[src/rtl/modem_status_reg.sv]
module modem_status_reg #(
  parameter logic [7:0] RESET_STATUS = 8'hB0
) (
  input  logic       clk,
  input  logic       rst_n,
  input  logic       line_upd,
  input  logic [3:0] line_in,
  input  logic [4:0] mctl,
  input  logic       rd_stb,
  output logic [7:0] rd_data,
  output logic       chg_flag,
  input  logic       chg_clr
);

  logic [3:0] lvl_q;
  logic [3:0] dlt_q;
  logic [3:0] dlt_new;
  logic       loop;

  assign loop = mctl[4];

  assign dlt_new = line_upd ? {lvl_q[3] ^ line_in[3],
                               lvl_q[2] & ~line_in[2],
                               lvl_q[1] ^ line_in[1],
                               lvl_q[0] ^ line_in[0]} : 4'b0000;

  always_ff @(posedge clk) begin
    if (!rst_n) begin
      lvl_q    <= RESET_STATUS[7:4];
      dlt_q    <= RESET_STATUS[3:0];
      chg_flag <= 1'b0;
    end else begin
      if (line_upd) lvl_q <= line_in;
      dlt_q    <= ((rd_stb && !loop) ? 4'b0000 : dlt_q) | dlt_new;
      chg_flag <= line_upd | (chg_flag & ~chg_clr);
    end
  end

  assign rd_data = loop ? {mctl[3], mctl[2], mctl[0], mctl[1], 4'b0000}
                        : {lvl_q, dlt_q};

  // sampled levels appear in the upper nibble
  p_levels_track_r1: assert property (@(posedge clk) disable iff (!rst_n)
    line_upd |=> lvl_q == $past(line_in));

  // an update always raises the flag
  p_flag_set_r5: assert property (@(posedge clk) disable iff (!rst_n)
    line_upd |=> chg_flag);

  // flag holds without a clear
  p_flag_hold_r5: assert property (@(posedge clk) disable iff (!rst_n)
    (chg_flag && !chg_clr) |=> chg_flag);

  // a normal read with no update leaves no change bits
  p_read_clears_r6: assert property (@(posedge clk) disable iff (!rst_n)
    (rd_stb && !loop && !line_upd) |=> dlt_q == 4'b0000);

  // a loopback read without an update disturbs nothing
  p_loop_keeps_r8: assert property (@(posedge clk) disable iff (!rst_n)
    (rd_stb && loop && !line_upd) |=> ($stable(dlt_q) && $stable(lvl_q)));

  // with neither read nor update the stored byte is stable
  p_idle_stable_r9: assert property (@(posedge clk) disable iff (!rst_n)
    (!rd_stb && !line_upd) |=> ($stable(dlt_q) && $stable(lvl_q)));

endmodule

[config.mk]
export PLATFORM = sky130hd
export DESIGN_NAME = modem_status_reg
export DESIGN_NICKNAME = d
export VERILOG_FILES = /design/src/rtl/modem_status_reg.sv
export SDC_FILE = /design/constraint.sdc
export NUM_CORES = 1
export LEC_CHECK = 0
export CORE_AREA = 4 4 41 43
export CTS_CLUSTER_DIAMETER = 30
export DETAILED_ROUTE_END_ITERATION = 8
export DIE_AREA = 0 0 45 47
export DONT_BUFFER_PORTS = 1
export PLACE_DENSITY_LB_ADDON = 0.3
export SYNTH_ARGS = -nofsm -noshare
export SYNTH_HDL_FRONTEND = slang
export SYNTH_SLANG_ARGS = --single-unit
[constraint.sdc]
create_clock -name clk -period 1.4 [get_ports clk]
set_input_delay 0.07 -clock clk [delete_from_list [all_inputs] [get_ports clk]]
set_output_delay 0.07 -clock clk [all_outputs]
set_load 0.02 [all_outputs]
==> results by group, run 1 <==
Clock network
  – Clock Latency Late Sink: 250 ps
  – H-tree Lvls: 1
  – Clock tree buffer depth: 2
  – CTS tree: built
  – Root buffer cell: clkbuf_4
  – Hold_buf cts: 8
  – CTS clk-pin slew, worst paths: 60 ps
  – Setup bufs post-CTS: 0
  – Total clock sinks: 9
  – CTS Buf Count: 3
  – PostCTS Resize Cnt: 0

Power and ir drop
  – Pwr dens: 1040 nW/um2
  – Final Power: 0.000578 W
  – Leak: 0.224 nW
  – Peak VDD IR: 0.734 mV

Setup path
  – CP startpoint kind: primary input
  – CP required: 1550 ps
  – Max FO, Critical Path: 9
  – Setup CP Type: in -> reg
  – Critical Path Sink Type: flop
  – Reg2reg path depth: 3
  – Worst Path Arrival: 1420 ps

Run status
  – Status: finished clean

Global routing
  – Initial antenna violation count: 0
  – Vias in the first global route: 324
  – GR Overflow Total: 0
  – First-pass GRT wire length: 1390 um
  – Total GRT Usage: 9.11%
  – Pin count of the biggest net entering global routing: 10

Detailed routing
  – DR vias: 327
  – Drt drc: 0
  – DR WL/cell: 13.1 um
  – Initial DRC Count: 4
  – Drt pass-1 iters: 3
  – Antenna viol nets, final: 0
  – Via/cell ratio: 4.81
  – DRT Wirelength: 889 um

Yosys
  – Synth warn: 0
  – Synthesized net count: 58
  – Synth Instances: 44
  – Cell area after synthesis: 454 um2
  – Post-synthesis register bit count: 9
  – Register area share after synthesis: 39.7%
  – Distinct cells, synth: 15
  – Mean area per synthesized cell: 10.3 um2

Floorplan
  – Vert. Die Dim: 47 um
  – I/O Pins: 23
  – Die width: 45 um
  – Initial Utilization: 34.9%
  – Die area: 2120 um2
  – Core area: 1300 um2
  – Std-Cell Rows: 13

Timing
  – Clk_skew: 0.181 ps
  – Slew of the pin with the lowest slew margin: 312 ps
  – Max Clk Rate: 0.786 GHz
  – Tcrit/Tclk final: 90.9%
  – Final Critical Period: 1270 ps
  – RSZ-0062 raised after global routing: false
  – Endpoints failing hold: 0
  – Slew Limit Fails: 0
  – # setup viols final: 0
  – TNS Setup: 0 ps
  – Worst slew margin: 79.1%

Place
  – Post-DP HPWL: 637 um
  – Placed Cells: 56
  – Placer Congestion: 0.652
  – IO Port Bufs: 0

Finish
  – Commonest non-fill, non-tap cells in the layout: dfxtp_1 (9), dlygate4sd3_1 (8), nand2_1 (5)
  – Final #Nets: 68
  – Most common cell after layout, fill and taps aside: dfxtp_1
  – Area of the multi-input gates: 248 um2
  – Non-Filler Instances: 68
  – Register Area: 180 um2
  – ANT cells: 0
  – Proportion of layout cells with a drive suffix above 1: 24.5%
  – Fill count: 137
  – Synthesis-to-layout area growth: 21.8%

Worst hold path
  – Worst Hold Class: in -> reg
  – Hold path cells: 2

Job
  – Max_cap viols: 0
==> layer usage <==
layer	share of wire [%]	global-route usage (%)	vias to the layer above
li1	-	-	166
met1	42	10.8	143
met2	45	13.8	18
met3	13	4.98	0
met4	0	3.51	0
met5	0	0	-
==> where the power goes <==
group | total (W) | switching [W] | internal [W]
Sequential | 0.000286 | 0.0000119 | 0.000274
Clock | 0.000195 | 0.0000860 | 0.000109
Combinational | 0.0000966 | 0.0000432 | 0.0000534
Total | 0.000578 | 0.000141 | 0.000437
==> metrics by stage <==
step | instance area [um2] | worst slack, ps | utilization, % | hold WS, ps
2_1_floorplan | 454 | 643 | - | 197
3_3_place_gp | 447 | 632 | 34.3 | 134
3_5_place_dp | 447 | 622 | 34.3 | 136
4_1_cts | 553 | 122 | 42.5 | 1.43
5_1_grt | 553 | 62.4 | 42.5 | 16.2
6_report | 553 | 128 | 42.5 | 2.46
==> cells in the mapped netlist <==
cell,number,area [um2]
nor2b_1,2,12.5
nand3b_1,1,7.51
buf_4,2,15.0
and2b_2,4,35.0
a21boi_2,1,11.3
dfxtp_1,9,180
mux2_2,4,45.0
mux2i_1,4,40.0
o21ai_0,3,15.0
o21a_1,1,7.51
buf_6,1,11.3
nand2b_4,1,13.8
nand3_1,3,15.0
nand2_1,5,18.8
xnor2_1,3,26.3
==> kinds of logic after synthesis <==
family | Yosys count | share of synthesized area (%)
xor+xnor | 3 | 5.79
flops | 9 | 39.7
simple gates | 16 | 22.6
buf+inv | 3 | 5.78
compound gates | 5 | 7.44
mux | 8 | 18.7
==> flip-flops by register name (all words and copies together) (netlist names) <==
| signal | cells |
|---|---|
| chg_flag | 1 |
| dlt_q | 4 |
| lvl_q | 4 |
==> path summary, 6_finish.rpt <==
check,startpoint,endpoint,slack [ps]
setup / recovery,rst_n,lvl_q[1],130
hold / removal,line_in[1],dlt_q[1],2
hold reg to reg,dlt_q[2],dlt_q[2],450
setup reg to reg,lvl_q[3],lvl_q[3],180
==> critical path, stage by stage <==
cell           delay [ps]
dlygate4sd3_1         720
nand2_1                80
dlygate4sd3_1         550
==> cell type report <==
cell class | count | area share, %
clock buffer | 4 | 4.75
sequential | 9 | 32.6
tap | 15 | 3.39
multi-input combinational | 32 | 44.8
timing repair buffer | 8 | 14.5
Note: power is estimated with default switching activity, not from simulation.
==> run 2, diff against run 1 <==
--- a/config.mk
+++ b/config.mk
@@ -10,7 +10,7 @@
 export DETAILED_ROUTE_END_ITERATION = 8
 export DIE_AREA = 0 0 45 47
 export DONT_BUFFER_PORTS = 1
-export PLACE_DENSITY_LB_ADDON = 0.3
+export PLACE_DENSITY = 0.6
 export SYNTH_ARGS = -nofsm -noshare
 export SYNTH_HDL_FRONTEND = slang
 export SYNTH_SLANG_ARGS = --single-unit
==> constraint.sdc (replaced) <==
create_clock -name clk -period 1.4 [get_ports clk]
set_input_delay 0.14 -clock clk [delete_from_list [all_inputs] [get_ports clk]]
set_output_delay 0.14 -clock clk [all_outputs]
set_load 0.02 [all_outputs]
==> run 2 against run 1 <==
- critical path depth decreased by 2
- worst setup slack gained 220 ps
- maximum frequency is 21% higher
- core utilization shrank 4.6 points
- first-iteration DRC count stayed put
- sequential share of layout area rose by 4.0 points
- flip-flop and latch count stayed put
- power shrank 2.4%
- clock skew about the same
- wire length fell by 2.0%
==> results by group, run 2 (same netlist as run 1, synthesis figures left out) <==
Floorplan
  – I/O Pins: 23 (unchanged)
  – Die area: 2120 um2 (unchanged)
  – Core area: 1300 um2 (unchanged)
  – Initial Utilization: 34.9% (unchanged)
  – Std-Cell Rows: 13 (unchanged)
  – Vert. Die Dim: 47 um (unchanged)
  – Die width: 45 um (unchanged)

Finish
  – Fill count: 148 (+8.0%)
  – Top Registers: dlt_q (4), lvl_q (4), chg_flag (1)
  – Final #Nets: 62 (-8.8%)
  – Non-Filler Instances: 62 (-8.8%)
  – Register Area: 180 um2 (unchanged)
  – Area of the multi-input gates: 248 um2 (unchanged)
  – Proportion of layout cells with a drive suffix above 1: 27.7% (+3.1 points)
  – Most common cell after layout, fill and taps aside: dfxtp_1
  – Synthesis-to-layout area growth: 8.54%
  – ANT cells: 0 (unchanged)
  – Commonest non-fill, non-tap cells in the layout: dfxtp_1 (9), nand2_1 (5), mux2_2 (4), and2b_2 (4), mux2i_1 (4)

Detailed routing
  – DRT Wirelength: 871 um (-2.0%)
  – Drt drc: 0 (unchanged)
  – Initial DRC Count: 4 (unchanged)
  – DR vias: 315 (-3.7%)
  – Via/cell ratio: 5.08 (+5.7%)
  – DR WL/cell: 14.0 um (+7.5%)
  – Antenna viol nets, final: 0 (unchanged)
  – Drt pass-1 iters: 3 (unchanged)

Worst hold path
  – Hold Startpoint: line_in[3]
  – Worst Hold Class: in -> reg

Timing
  – TNS Setup: 0 ps (unchanged)
  – Clk_skew: 0.157 ps (-0.0241 ps)
  – # setup viols final: 0 (unchanged)
  – RSZ-0062 raised after global routing: false
  – Hold_ws: 15.1 ps (+12.6 ps)
  – Final Critical Period: 1050 ps (-222 ps)
  – Endpoints failing hold: 0 (unchanged)
  – Slew Limit Fails: 0 (unchanged)
  – Slew of the pin with the lowest slew margin: 228 ps (-83.9 ps)
  – Tcrit/Tclk final: 75.1% (-16 points)
  – Final WS setup: 349 ps (+222 ps)
  – Worst slew margin: 84.8% (+5.6 points)
  – Max Clk Rate: 0.952 GHz (+21%)

Run status
  – Status: finished clean

Setup path
  – Buf+Inv Stages, Crit Path: 0 (-2)
  – Setup CP Type: reg -> out
  – Max FO, Critical Path: 3 (-6)
  – Slowest CP cell: dfxtp_1
  – Worst Setup SP: lvl_q[3]
  – CP required: 1260 ps (-290 ps)
  – Worst Path Arrival: 910 ps (-510 ps)
  – CP startpoint kind: flop
  – Max stage delay on crit path: 330 ps (-390 ps)
  – Delay-heaviest family, CP: flip-flops
  – CP Cell Sequence: mux2_2
  – Critical Path Sink Type: output pin
  – Reg-to-reg startpoint: chg_flag

Clock network
  – CTS tree: built
  – CTS Buf Count: 3 (unchanged)
  – Clock Latency Late Sink: 250 ps (about the same)
  – Clock tree buffer depth: 2 (unchanged)
  – CTS clk-pin slew, worst paths: 60 ps (about the same)
  – Total clock sinks: 9 (unchanged)
  – Root buffer cell: clkbuf_4
  – H-tree Lvls: 1 (unchanged)

Job
  – Max_cap viols: 0 (unchanged)

Global routing
  – Pin count of the biggest net entering global routing: 10 (unchanged)
  – Vias in the first global route: 312 (-3.7%)
  – Initial antenna violation count: 0 (unchanged)
  – GR Overflow Total: 0 (unchanged)
  – First-pass GRT wire length: 1430 um (+2.5%)
  – Total GRT Usage: 9.92% (+0.81 points)

Power and ir drop
  – Leak: 0.199 nW (-11%)
  – Pwr dens: 1140 nW/um2 (+9.5%)
  – Peak VDD IR: 0.430 mV (-41%)

Place
  – Pre-CTS setup slack: 618 ps (-3.19 ps)
  – Post-DP HPWL: 657 um (+3.2%)
  – IO Port Bufs: 0 (unchanged)
  – Placer Congestion: 0.686 (+5.2%)
  – Placed Cells: 56 (unchanged)
## run 2: worst paths after layout
path	endpoint	slack (ps)	cells after the start
worst max-delay path	rd_data[7]	350	1
worst min-delay path	lvl_q[3]	20	2
worst max register to register	chg_flag	610	2
worst min register to register	dlt_q[2]	460	2
## run 2: per-stage QoR
stage,power (W),instance area (um2),utilization [%]
CTS,0.000578,493,37.9
global placement,0.000363,447,34.3
floorplan,0.000371,454,-
finish,0.000564,493,37.9
global route,0.000597,493,37.9
detailed placement,0.000364,447,34.3
## run 2: what timing repair did
item	CTS	global route
endpoints found under the hold margin	4	0
hold buffers	2	0
setup buffers	0	0
resized for setup	0	0
## run 2: cell type report
class / instances / area share [%]
clock buffers: 4 / 5.33
multi-input cells: 32 / 50.3
flip-flops and latches: 9 / 36.5
well taps: 15 / 3.81
repair buffers: 2 / 4.06
## run 2: per-layer routing
| layer | global-route usage, % | part of all wire [%] | vias to the layer above |
|---|---|---|---|
| met5 | 0 | 0 | - |
| met4 | 8.77 | 1.0 | 0 |
| met3 | 6.13 | 14 | 2 |
| met2 | 14.1 | 46 | 17 |
| met1 | 10.1 | 39 | 139 |
| li1 | - | - | 157 |
## run 2: report_power, final
group          switching, W   total, W  internal (W)
Combinational     0.0000376  0.0000779     0.0000403
Clock             0.0000905   0.000200      0.000110
Sequential        0.0000120   0.000285      0.000274
==> run 3, diff against run 2 <==
==> constraint.sdc (replaced) <==
create_clock -name clk -period 1.07 [get_ports clk]
set_input_delay 0.107 -clock clk [delete_from_list [all_inputs] [get_ports clk]]
set_output_delay 0.107 -clock clk [all_outputs]
set_load 0.02 [all_outputs]
==> run 3 against run 2 <==
- clock power increased by 30%
- count of clock-buffer cells in the layout unchanged
- non-clock buffer count increased by 3
- combinational power increased by 48%
- die area unchanged
- hold slack improved by 7.8 ps
- clock skew increased by 4.6 ps
- first-iteration DRC count decreased by 100%
- via count increased by 3.2%
==> results by group, run 3 (same netlist as run 1, synthesis figures left out) <==
Timing
  – # setup viols final: 0 (unchanged)
  – RSZ-0062 raised after global routing: false
  – Clk_skew: 4.80 ps (+4.65 ps)
  – Slew of the pin with the lowest slew margin: 306 ps (+78.2 ps)
  – Tcrit/Tclk final: 95.8%
  – Endpoints failing hold: 0 (unchanged)
  – Max Clk Rate: 0.976 GHz
  – Slew Limit Fails: 0 (unchanged)
  – Worst slew margin: 79.5% (-5.3 points)
  – Final Critical Period: 1020 ps
  – TNS Setup: 0 ps (unchanged)

Global routing
  – Met3 usage: 6.90% (+0.77 points)
  – GR Util met2: 15.0% (+0.85 points)
  – Vias in the first global route: 322 (+3.2%)
  – First-pass GRT wire length: 1470 um (+2.9%)
  – Total GRT Usage: 10.1% (+0.14 points)
  – Met1 GRT Util: 10.1% (-0.047 points)
  – GR Overflow Total: 0 (unchanged)
  – Initial antenna violation count: 0 (unchanged)
  – GRT busiest layer: met2
  – Pin count of the biggest net entering global routing: 10 (unchanged)

Finish
  – Top Registers: dlt_q (4), lvl_q (4), chg_flag (1)
  – Fill count: 148 (unchanged)
  – Most common cell after layout, fill and taps aside: dfxtp_1
  – Proportion of layout cells with a drive suffix above 1: 26.0% (-1.7 points)
  – ANT cells: 0 (unchanged)
  – Commonest non-fill, non-tap cells in the layout: dfxtp_1 (9), nand2_1 (5), dlygate4sd3_1 (5)
  – Synthesis-to-layout area growth: 15.2%
  – Non-Filler Instances: 65 (+4.8%)
  – Final #Nets: 65 (+4.8%)

Setup path
  – Worst Path Arrival: 920 ps (about the same)
  – CP required: 960 ps (-300 ps)
  – CP startpoint kind: flop
  – Delay-heaviest family, CP: flip-flops
  – Max stage delay on crit path: 330 ps (about the same)
  – Setup CP Type: reg -> out
  – Slowest CP cell: dfxtp_1
  – CP Cell Sequence: mux2_2
  – Critical Path Sink Type: output pin
  – Buf+Inv Stages, Crit Path: 0 (unchanged)
  – Max FO, Critical Path: 3 (unchanged)

Power and ir drop
  – Leak: 0.212 nW (+6.3%)
  – Pwr dens: 1430 nW/um2 (+25%)
  – Final Power: 0.000749 W (+33%)
  – Peak VDD IR: 0.590 mV (+37%)

Clock network
  – CTS tree: built
  – CTS Buf Count: 3 (unchanged)
  – Clock tree buffer depth: 2 (unchanged)
  – Setup bufs post-CTS: 0 (unchanged)
  – PostCTS Resize Cnt: 0 (unchanged)
  – Hold_buf cts: 5 (+3)
  – CTS clk-pin slew, worst paths: 60 ps (about the same)
  – Total clock sinks: 9 (unchanged)
  – H-tree Lvls: 1 (unchanged)
  – Root buffer cell: clkbuf_4
  – Clock Latency Late Sink: 260 ps (about the same)

Floorplan
  – Vert. Die Dim: 47 um (unchanged)
  – Core area: 1300 um2 (unchanged)
  – Initial Utilization: 34.9% (unchanged)
  – I/O Pins: 23 (unchanged)
  – Die area: 2120 um2 (unchanged)
  – Die width: 45 um (unchanged)
  – Std-Cell Rows: 13 (unchanged)

Detailed routing
  – Initial DRC Count: 0 (-4)
  – DR vias: 325 (+3.2%)
  – Drt drc: 0 (unchanged)
  – Antenna viol nets, final: 0 (unchanged)
  – DR WL/cell: 13.5 um (-4.0%)
  – Drt pass-1 iters: 1 (-2)
  – Via/cell ratio: 5.00 (-1.6%)
  – DRT Wirelength: 877 um (+0.69%)

Job
  – Max_cap viols: 0 (unchanged)

Worst hold path
  – Worst Hold Class: in -> reg

Place
  – IO Port Bufs: 0 (unchanged)
  – Placed Cells: 56 (unchanged)
  – Post-DP HPWL: 648 um (-1.4%)
  – Placer Congestion: 0.686 (about the same)

Run status
  – Status: finished clean
-- run 3: per-layer routing --
metal / part of all wire [%] / vias up
li1: - / 163
met4: 0 / 0
met2: 44 / 16
met5: 0 / -
met3: 15 / 0
met1: 40 / 146
-- run 3: path summary, 6_finish.rpt --
kind | cells past startpoint | end | start | slack (ps)
min | 2 | dlt_q[2] | line_upd | 20
max reg2reg | 2 | chg_flag | chg_flag | 280
max | 1 | rd_data[4] | lvl_q[0] | 50
min reg2reg | 2 | dlt_q[2] | dlt_q[2] | 460
-- run 3: layout make-up --
type	instances	area, um2	share of cell area (%)
multi-input combinational	32	248	47.4
sequential	9	180	34.4
timing repair buffer	5	50.0	9.57
clock buffer	4	26.3	5.02
tap	15	18.8	3.59
-- run 3: where the power goes --
| part | internal, W | switching, W |
|---|---|---|
| clock | 0.000144 | 0.000117 |
| sequential | 0.000358 | 0.0000159 |
| combinational | 0.0000597 | 0.0000553 |
-- run 3: metrics by stage --
stage          hold WS (ps)  area [um2]  util [%]  setup WS (ps)
2_1_floorplan           234         454         -            313
3_3_place_gp            170         447      34.3            301
3_5_place_dp            173         447      34.3            288
4_1_cts                16.3         523      40.2           36.9
5_1_grt                18.6         523      40.2           5.69
6_report               22.9         523      40.2           45.3
